$ cat config.mk
export PLATFORM = sky130hd
export DESIGN_NAME = extirq_cond
export DESIGN_NICKNAME = d
export VERILOG_FILES = /design/src/rtl/extirq_pkg.sv /design/src/rtl/extirq_tick.sv /design/src/rtl/extirq_regs.sv /design/src/rtl/extirq_line.sv /design/src/rtl/extirq_cond.sv
export SDC_FILE = /design/constraint.sdc
export NUM_CORES = 1
export LEC_CHECK = 0
export ABC_CLOCK_PERIOD_IN_PS = 1630
export CAP_MARGIN = 5
export CORE_MARGIN = 5
export CORE_UTILIZATION = 40
export CTS_BUF_LIST = sky130_fd_sc_hd__clkbuf_4 sky130_fd_sc_hd__clkbuf_8
export DETAILED_ROUTE_END_ITERATION = 6
export PLACE_DENSITY = 0.74
export SYNTH_ARGS = -nofsm -noshare
export SYNTH_HDL_FRONTEND = slang
export SYNTH_HIERARCHICAL = 1
export SYNTH_SLANG_ARGS = --single-unit
$ cat constraint.sdc
create_clock -name clk -period 1.63 [get_ports clk]
set_input_delay 0.2445 -clock clk [delete_from_list [all_inputs] [get_ports clk]]
set_output_delay 0.2445 -clock clk [all_outputs]
set_load 0.03 [all_outputs]
$ cat src/rtl/extirq_pkg.sv
package extirq_pkg;

  // Trigger type field codes
  typedef enum logic [1:0] {
    TRIG_LVL_HIGH = 2'b00,
    TRIG_LVL_LOW  = 2'b01,
    TRIG_EDGE_UP  = 2'b10,
    TRIG_EDGE_DN  = 2'b11
  } trig_e;

  // Bit positions inside a line's control byte
  localparam int FLD_PEND  = 0;
  localparam int FLD_FAST  = 4;
  localparam int FLD_EN    = 5;
  localparam int FLD_TRIG  = 6;
  localparam int FLD_W     = 8;

  // Stored configuration of one line
  typedef struct packed {
    logic [1:0] trig;
    logic       en;
    logic       fast;
  } line_cfg_t;

endpackage

$ cat src/rtl/extirq_tick.sv
module extirq_tick #(
  parameter int SLOW_DIV = 4
) (
  input  logic clk,
  input  logic rst_n,
  output logic tick
);
  localparam int CW = (SLOW_DIV > 2) ? $clog2(SLOW_DIV) : 1;
  localparam logic [CW-1:0] LAST = CW'(SLOW_DIV - 1);

  logic [CW-1:0] cnt;

  always_ff @(posedge clk) begin
    if (!rst_n) cnt <= '0;
    else if (cnt == LAST) cnt <= '0;
    else cnt <= cnt + 1'b1;
  end

  assign tick = (cnt == LAST);

  // slow sampling strobe never stays high on back-to-back cycles
  a_r10_tick_spaced: assert property (@(posedge clk) disable iff (!rst_n)
    tick |=> !tick);

endmodule

$ cat src/rtl/extirq_regs.sv
module extirq_regs #(
  parameter bit SHARED    = 1'b1,
  parameter int NUM_LINES = 3,
  parameter int ADDR_W    = 4
) (
  input  logic                   wr,
  input  logic [ADDR_W-1:0]      addr,
  input  logic [31:0]            wdata,
  input  logic [3:0]             wstrb,
  input  logic [NUM_LINES*8-1:0] line_rd,
  output logic [NUM_LINES-1:0]   line_we,
  output logic [NUM_LINES*8-1:0] line_wbyte,
  output logic [31:0]            rdata
);
  logic unused_bus;
  assign unused_bus = ^{wdata, wstrb};

  generate
    if (SHARED) begin : g_shared
      logic hit;
      assign hit = (addr == '0);

      for (genvar i = 0; i < NUM_LINES; i++) begin : g_lane
        localparam int LANE = NUM_LINES - 1 - i;
        assign line_we[i] = wr & hit & wstrb[LANE];
        assign line_wbyte[i*8 +: 8] = wdata[LANE*8 +: 8];
      end

      always_comb begin
        rdata = '0;
        if (hit) begin
          for (int i = 0; i < NUM_LINES; i++)
            rdata[(NUM_LINES-1-i)*8 +: 8] = line_rd[i*8 +: 8];
        end
      end
    end else begin : g_split
      for (genvar i = 0; i < NUM_LINES; i++) begin : g_word
        assign line_we[i] = wr & (addr == ADDR_W'(i)) & wstrb[0];
        assign line_wbyte[i*8 +: 8] = wdata[7:0];
      end

      always_comb begin
        rdata = '0;
        for (int i = 0; i < NUM_LINES; i++)
          if (addr == ADDR_W'(i)) rdata[7:0] = line_rd[i*8 +: 8];
      end
    end
  endgenerate

endmodule

$ cat src/rtl/extirq_line.sv
module extirq_line
  import extirq_pkg::*;
(
  input  logic       clk,
  input  logic       rst_n,
  input  logic       slow_tick,
  input  logic       raw_in,
  input  logic       wr_en,
  input  logic [7:0] wr_byte,
  output logic [7:0] field_rd,
  output logic       irq_out
);
  line_cfg_t cfg;
  logic sync1, sync2, sync2_q;
  logic pend, pulse_q;
  logic adv, is_edge, evt, level_req;
  logic unused_wr;

  assign unused_wr = ^wr_byte[3:1];
  assign adv       = cfg.fast | slow_tick;
  assign is_edge   = cfg.trig[1];

  // Edge detection on the synchronised raw pin, so polarity changes
  // written by software never create a spurious event
  always_comb begin
    if (cfg.trig == TRIG_EDGE_DN) evt = sync2_q & ~sync2;
    else                          evt = sync2 & ~sync2_q;
    evt = evt & adv & is_edge & cfg.en;
  end

  assign level_req = cfg.en & ~is_edge & (sync2 ^ cfg.trig[0]);

  always_ff @(posedge clk) begin
    if (!rst_n) begin
      cfg     <= '0;
      sync1   <= 1'b0;
      sync2   <= 1'b0;
      sync2_q <= 1'b0;
      pend    <= 1'b0;
      pulse_q <= 1'b0;
    end else begin
      if (adv) begin
        sync1   <= raw_in;
        sync2   <= sync1;
        sync2_q <= sync2;
      end
      if (wr_en) begin
        cfg.trig <= wr_byte[FLD_TRIG +: 2];
        cfg.en   <= wr_byte[FLD_EN];
        cfg.fast <= wr_byte[FLD_FAST];
      end
      pulse_q <= evt & ~pend;
      if (evt)                          pend <= 1'b1;
      else if (!is_edge)                pend <= 1'b0;
      else if (wr_en && wr_byte[FLD_PEND]) pend <= 1'b0;
    end
  end

  assign irq_out  = is_edge ? pulse_q : level_req;
  assign field_rd = {cfg.trig, cfg.en, cfg.fast, 3'b000, is_edge ? pend : level_req};

  // Cycles since reset, for checks that look two cycles back
  logic [1:0] age;
  always_ff @(posedge clk) begin
    if (!rst_n) age <= '0;
    else if (age != 2'd3) age <= age + 1'b1;
  end

  // enabled level line with fast sampling tracks the pin two edges late
  a_r6_level_follow: assert property (@(posedge clk) disable iff (!rst_n)
    (age == 2'd3 && !is_edge && cfg.en && $stable(cfg) &&
     $past(cfg.fast) && $past(cfg.fast, 2))
      |-> (irq_out == ($past(raw_in, 2) ^ cfg.trig[0])));

  // an edge request is a single-cycle pulse
  a_r7_single_pulse: assert property (@(posedge clk) disable iff (!rst_n)
    pulse_q |=> !pulse_q);

  // pending survives unless a write-one-to-clear arrives
  a_r8_pend_hold: assert property (@(posedge clk) disable iff (!rst_n)
    (pend && is_edge && !(wr_en && wr_byte[FLD_PEND])) |=> pend);

  // pending can only rise while the line was enabled
  a_r9_masked_pend: assert property (@(posedge clk) disable iff (!rst_n)
    $rose(pend) |-> $past(cfg.en));

endmodule

$ cat src/rtl/extirq_cond.sv
module extirq_cond
  import extirq_pkg::*;
#(
  parameter bit SHARED    = 1'b1,
  parameter int NUM_LINES = 3,
  parameter int ADDR_W    = 4,
  parameter int SLOW_DIV  = 4
) (
  input  logic                 clk,
  input  logic                 rst_n,
  input  logic [NUM_LINES-1:0] irq_raw,
  input  logic [ADDR_W-1:0]    reg_addr,
  input  logic                 reg_wr,
  input  logic [31:0]          reg_wdata,
  input  logic [3:0]           reg_wstrb,
  output logic [31:0]          reg_rdata,
  output logic [NUM_LINES-1:0] irq_out
);
  localparam int FW = FLD_W * NUM_LINES;

  initial begin
    a_r3_lane_fit: assert (NUM_LINES >= 1 && NUM_LINES <= 3 && SLOW_DIV >= 2);
  end

  logic                 slow_tick;
  logic [NUM_LINES-1:0] line_we;
  logic [FW-1:0]        line_wbyte;
  logic [FW-1:0]        line_rd;

  extirq_tick #(.SLOW_DIV(SLOW_DIV)) u_tick (
    .clk   (clk),
    .rst_n (rst_n),
    .tick  (slow_tick)
  );

  extirq_regs #(.SHARED(SHARED), .NUM_LINES(NUM_LINES), .ADDR_W(ADDR_W)) u_regs (
    .wr         (reg_wr),
    .addr       (reg_addr),
    .wdata      (reg_wdata),
    .wstrb      (reg_wstrb),
    .line_rd    (line_rd),
    .line_we    (line_we),
    .line_wbyte (line_wbyte),
    .rdata      (reg_rdata)
  );

  generate
    for (genvar i = 0; i < NUM_LINES; i++) begin : g_line
      extirq_line u_line (
        .clk       (clk),
        .rst_n     (rst_n),
        .slow_tick (slow_tick),
        .raw_in    (irq_raw[i]),
        .wr_en     (line_we[i]),
        .wr_byte   (line_wbyte[i*8 +: 8]),
        .field_rd  (line_rd[i*8 +: 8]),
        .irq_out   (irq_out[i])
      );
    end
  endgenerate

endmodule

# [Word-level counts from Yosys, hierarchy flattened]
# Index checks and enable logic that the tools add are counted.
[totals] ff_bits=29 in_bits=46 word_cells=104 latchBits=0 ramBits=0 output_inout_bits=35 rom_bits=0 n_memories=0
[classes] n_shift=0 eq_ne=7 add_sub_neg=1 n_bitwise=47 multipliers=0 n_lt_le_gt_ge=0 n_div=0 n_reduce_logical=5 n_mux=19
[op_table] op="$and A1 B1 Y1" count=28
[op_table] op="$mux W24" count=1
[op_table] op="$mux W1" count=18
[op_table] op="$not A1 Y1" count=13
[op_table] op="$ne A3 B3 Y1 const B" count=3
[op_table] op="$eq A2 B2 Y1 const B" count=4
[op_table] op="$logic_not A4 Y1" count=1
[op_table] op="$logic_and A1 B1 Y1" count=3
[op_table] op="$or A1 B1 Y1" count=3
[op_table] op="$xor A1 B1 Y1" count=3
[op_table] op="$add A2 B1 Y2 const B" count=1
[op_table] op="$reduce_or A2 Y1" count=1

# [Longest topological paths before layout]
# Gate-level depths: netlist (run 1).
[depth] ltp_word=7 ltp_mapped=6 ltp_nobuf=5

# [By module]
# Netlist (run 1), hierarchy kept.
[modules_own_cells] module="extirq_line" seq_area_each_um2=180.2 cells_per_inst=46 area_each_um2=424.2 n_inst=3
[modules_own_cells] module="extirq_regs" seq_area_each_um2=0.0 cells_per_inst=63 area_each_um2=469.2 n_inst=1
[modules_own_cells] module="extirq_tick" seq_area_each_um2=40.0 cells_per_inst=5 area_each_um2=73.8 n_inst=1

# [Least setup slack after synthesis (run 1)]
# No wires, ideal clock.
[synth_path] path_kind="input -> register" start="input port reg_addr[1]" end="register g_line[0].u_line.cfg (netlist bit g_line[0].u_line/field_rd[4])" t_arrival_ns=1.251 setup_slack_ns=0.262 required_ns=1.514 setup_ns=0.116 path_buffers=1 stages=5 cell_sequence="nor4_4 > and3_2 > buf_2 > mux2i_1 > nor2b_1"
[synth_between] elab_chain_len=3
[synth_lines] item="start, declared" line="extirq_cond.sv:12" rtl="input logic [ADDR_W-1:0] reg_addr,"
[synth_lines] item="$logic_not A4 Y1" line="extirq_regs.sv:21" rtl="assign hit = (addr == '0);"
[synth_lines] item="$and A1 B1 Y1 (2 in series)" line="extirq_regs.sv:25" rtl="assign line_we[i] = wr & hit & wstrb[LANE];"
[synth_lines] item="net line_we[0]" line="extirq_cond.sv:26" rtl="logic [NUM_LINES-1:0] line_we;"
[synth_lines] item="end, declared" line="extirq_line.sv:13" rtl="line_cfg_t cfg;"
# The timed path passes the listed nets, and every way through them passes these cells.
# A chain may end at the register's enable or synchronous reset.

# [Final worst setup path (run 1)]
[layout_path] start="input port reg_addr[3]" end="output port reg_rdata[15]"
[layout_between] elab_chain_len=2
[layout_lines] item="$logic_not A4 Y1" line="extirq_regs.sv:21"
[layout_lines] item="$mux W24" line="extirq_regs.sv:31" rtl="if (hit) begin"
[layout_lines] item="end, declared" line="extirq_cond.sv:16" rtl="output logic [31:0] reg_rdata,"
# Every way passes these cells.

==> results of run 1 <==
-- sequential cells by signal, indices dropped and copies added (netlist names) --
register and count:
g_line.u_line/pulse_q 3, u_tick/cnt 2, g_line.u_line/field_rd 12, g_line.u_line/sync2_q 3, g_line.u_line/sync2 3, g_line.u_line/pend 3
g_line.u_line/sync1 3
-- where the power goes --
group	total (mW)	internal (mW)	switching, mW
Clock	0.590	0.351	0.239
Sequential	0.729	0.722	0.00756
Combinational	0.179	0.0924	0.0868
-- layout by cell type, fill, tap and decap left out, types with 4 or more instances in the layout --
cell type,instances
dfxtp_1,26
nand2_1,24
clkdlybuf4s50_1,23
conb_1,17
buf_6,17
mux2i_1,12
nor2b_1,12
and2_1,12
buf_4,10
o21ai_0,9
a21boi_0,9
and2_2,7
clkbuf_8,6
and2_4,5
and3b_1,4
-- worst max-delay path by stage --
stage                                        end  slack, ps  depth (start not counted)
floorplan           g_line[0].u_line/field_rd[4]        260                          5
global route                        reg_rdata[8]         20                          5
CTS                                reg_rdata[15]         20                          6
global placement                    reg_rdata[4]       -230                          6
finish                             reg_rdata[15]        100                          6
detailed placement  g_line[1].u_line/field_rd[5]       -260                          6
-- through the flow --
stage | instance area, µm² | utilization, % | instances | power (mW) | hold WS [ps]
after detailed placement | 2054 | 47.84 | 277 | 0.9214 | 435.2
after global routing | 2240 | 52.16 | 287 | 1.561 | 478.2
after floorplan | 1797 | - | 210 | 0.8815 | 372.7
after CTS | 2210 | 51.46 | 287 | 1.513 | 448.7
after global placement | 2054 | 47.84 | 277 | 0.9205 | 432.2
final | 2240 | 52.16 | 287 | 1.498 | 446.1
-- layout make-up --
cell class | count | area share [%]
tap | 52 | 2.905
clock buffer | 7 | 4.022
multi-input combinational | 144 | 42.46
sequential | 29 | 26.09
timing repair buffer | 55 | 24.53
-- layer usage --
layer	track usage [%]	share of wire (%)	wire length, µm
met5	0	0	0
met4	3.147	0.49	16
met3	4.374	7.7	250
met2	17.89	47	1535
met1	13.30	45	1455
-- timing repair --
item / 4_1_cts / 5_1_grt
resized for setup: 19 / 13
cloned: 0 / 0
setup buffers: 3 / 1
hold buffers: 0 / 0
setup endpoints to repair: 15 / 12
pin swaps: 1 / 1
endpoints found under the hold margin: 0 / 0
==> qor.txt, run 1 <==
final setup fails = 0
WS Path Type = in2out
Routed WL = 3257 µm
vias in the first global route = 1,226
fin crit period = 1533 ps
Num CTS Buffers = 5
leak pwr = 0.9120 nW
largest net degree at the start of global routing = 30
drt first pass iters = 4
antenna diode count = 0
Final Max Tran Viols = 0
Netlist Area Pre-Place = 0.001748 mm²
Remaining DRCs = 0
layout cells sized above 1 = 28.94%
H-Tree Depth = 2
crit path launch type = input pin
Core ar. = 0.004294 mm²
DR WL/cell = 11.35 µm
Worst-path clk slew = 60 ps
# nets final = 282
Layout area overhead = 28.13%
fillcell total = 423
worst hold path stage count = 1
Min-Delay Path Class = reg2reg
CTS max path bufs = 2
CTS tree = yes
CP most frequent cell = buf_6
Final Hold Vio Count = 0
top cell family by delay on the critical path = buffers and inverters
PwrDens = 669.0 mW/mm²
Starting Density = 40.71%
remaining global-route overflow = 0
Max VDD drop = 0.4279 mV
Post-Syn Instances = 197
setup TNS = 0 ps
pre-CTS setup slack = -264.8 ps
max-cap viol count = 0
CP bufs+invs = 4
clk root buf = clkbuf_8
number of warnings issued by yosys = 6
routability cong. = 0.7291
fmax = 652.2 MHz
DP HPWL = 2456 µm
Port Buffers = 45
Final period util = 94.07%
Largest stage delay, worst path = 250 ps
CP cell instances = dlygate4sd2_1 > nor4_4 > buf_6 > buf_4 > and2_1 > buf_6
Mean Syn Cell Area = 8.873 µm²
1st-iter DRT viols = 57
slowest CP cell = dlygate4sd2_1
Die H = 76.11 µm
row count = 24
clk_skew = 3.725 ps
HP Start = u_tick/cnt[0]
clock sinks = 29
crit end category = output port
FF-to-FF setup slack = 350 ps
Worst-Skew Late Latency = 260 ps
Die Width = 76.11 µm
Worst R2R Start = u_tick/cnt[0]
cells on worst reg2reg path = 5
Register Area = 584.3 µm²
vias = 1,288
first-pass GRT wire length = 5444 µm
unrepaired setup endpoints after global routing = false
initial antenna violation count = 0
post-route ant nets = 0
status = completed
CP required = 1390 ps
top-level I/O count = 81
Worst R2R End = g_line[2].u_line/sync2
crit-path max FO = 7
vias per cell = 4.488
multi-input logic area = 950.9 µm²
die area = 0.005792 mm²
all-layer global routing usage = 10.98%
hold endpoint = u_tick/cnt[0]
final worst slack = 96.65 ps
Setup crit start = reg_addr[3]
crit path DAT = 1290 ps
Note: power is estimated with default switching activity, not from simulation.
==> run 2: changes to the inputs <==
HOLD_SLACK_MARGIN = 0.15   (was not set)
==> results of run 2 <==
Final layout, timing and power as in run 1 (identical DEF).
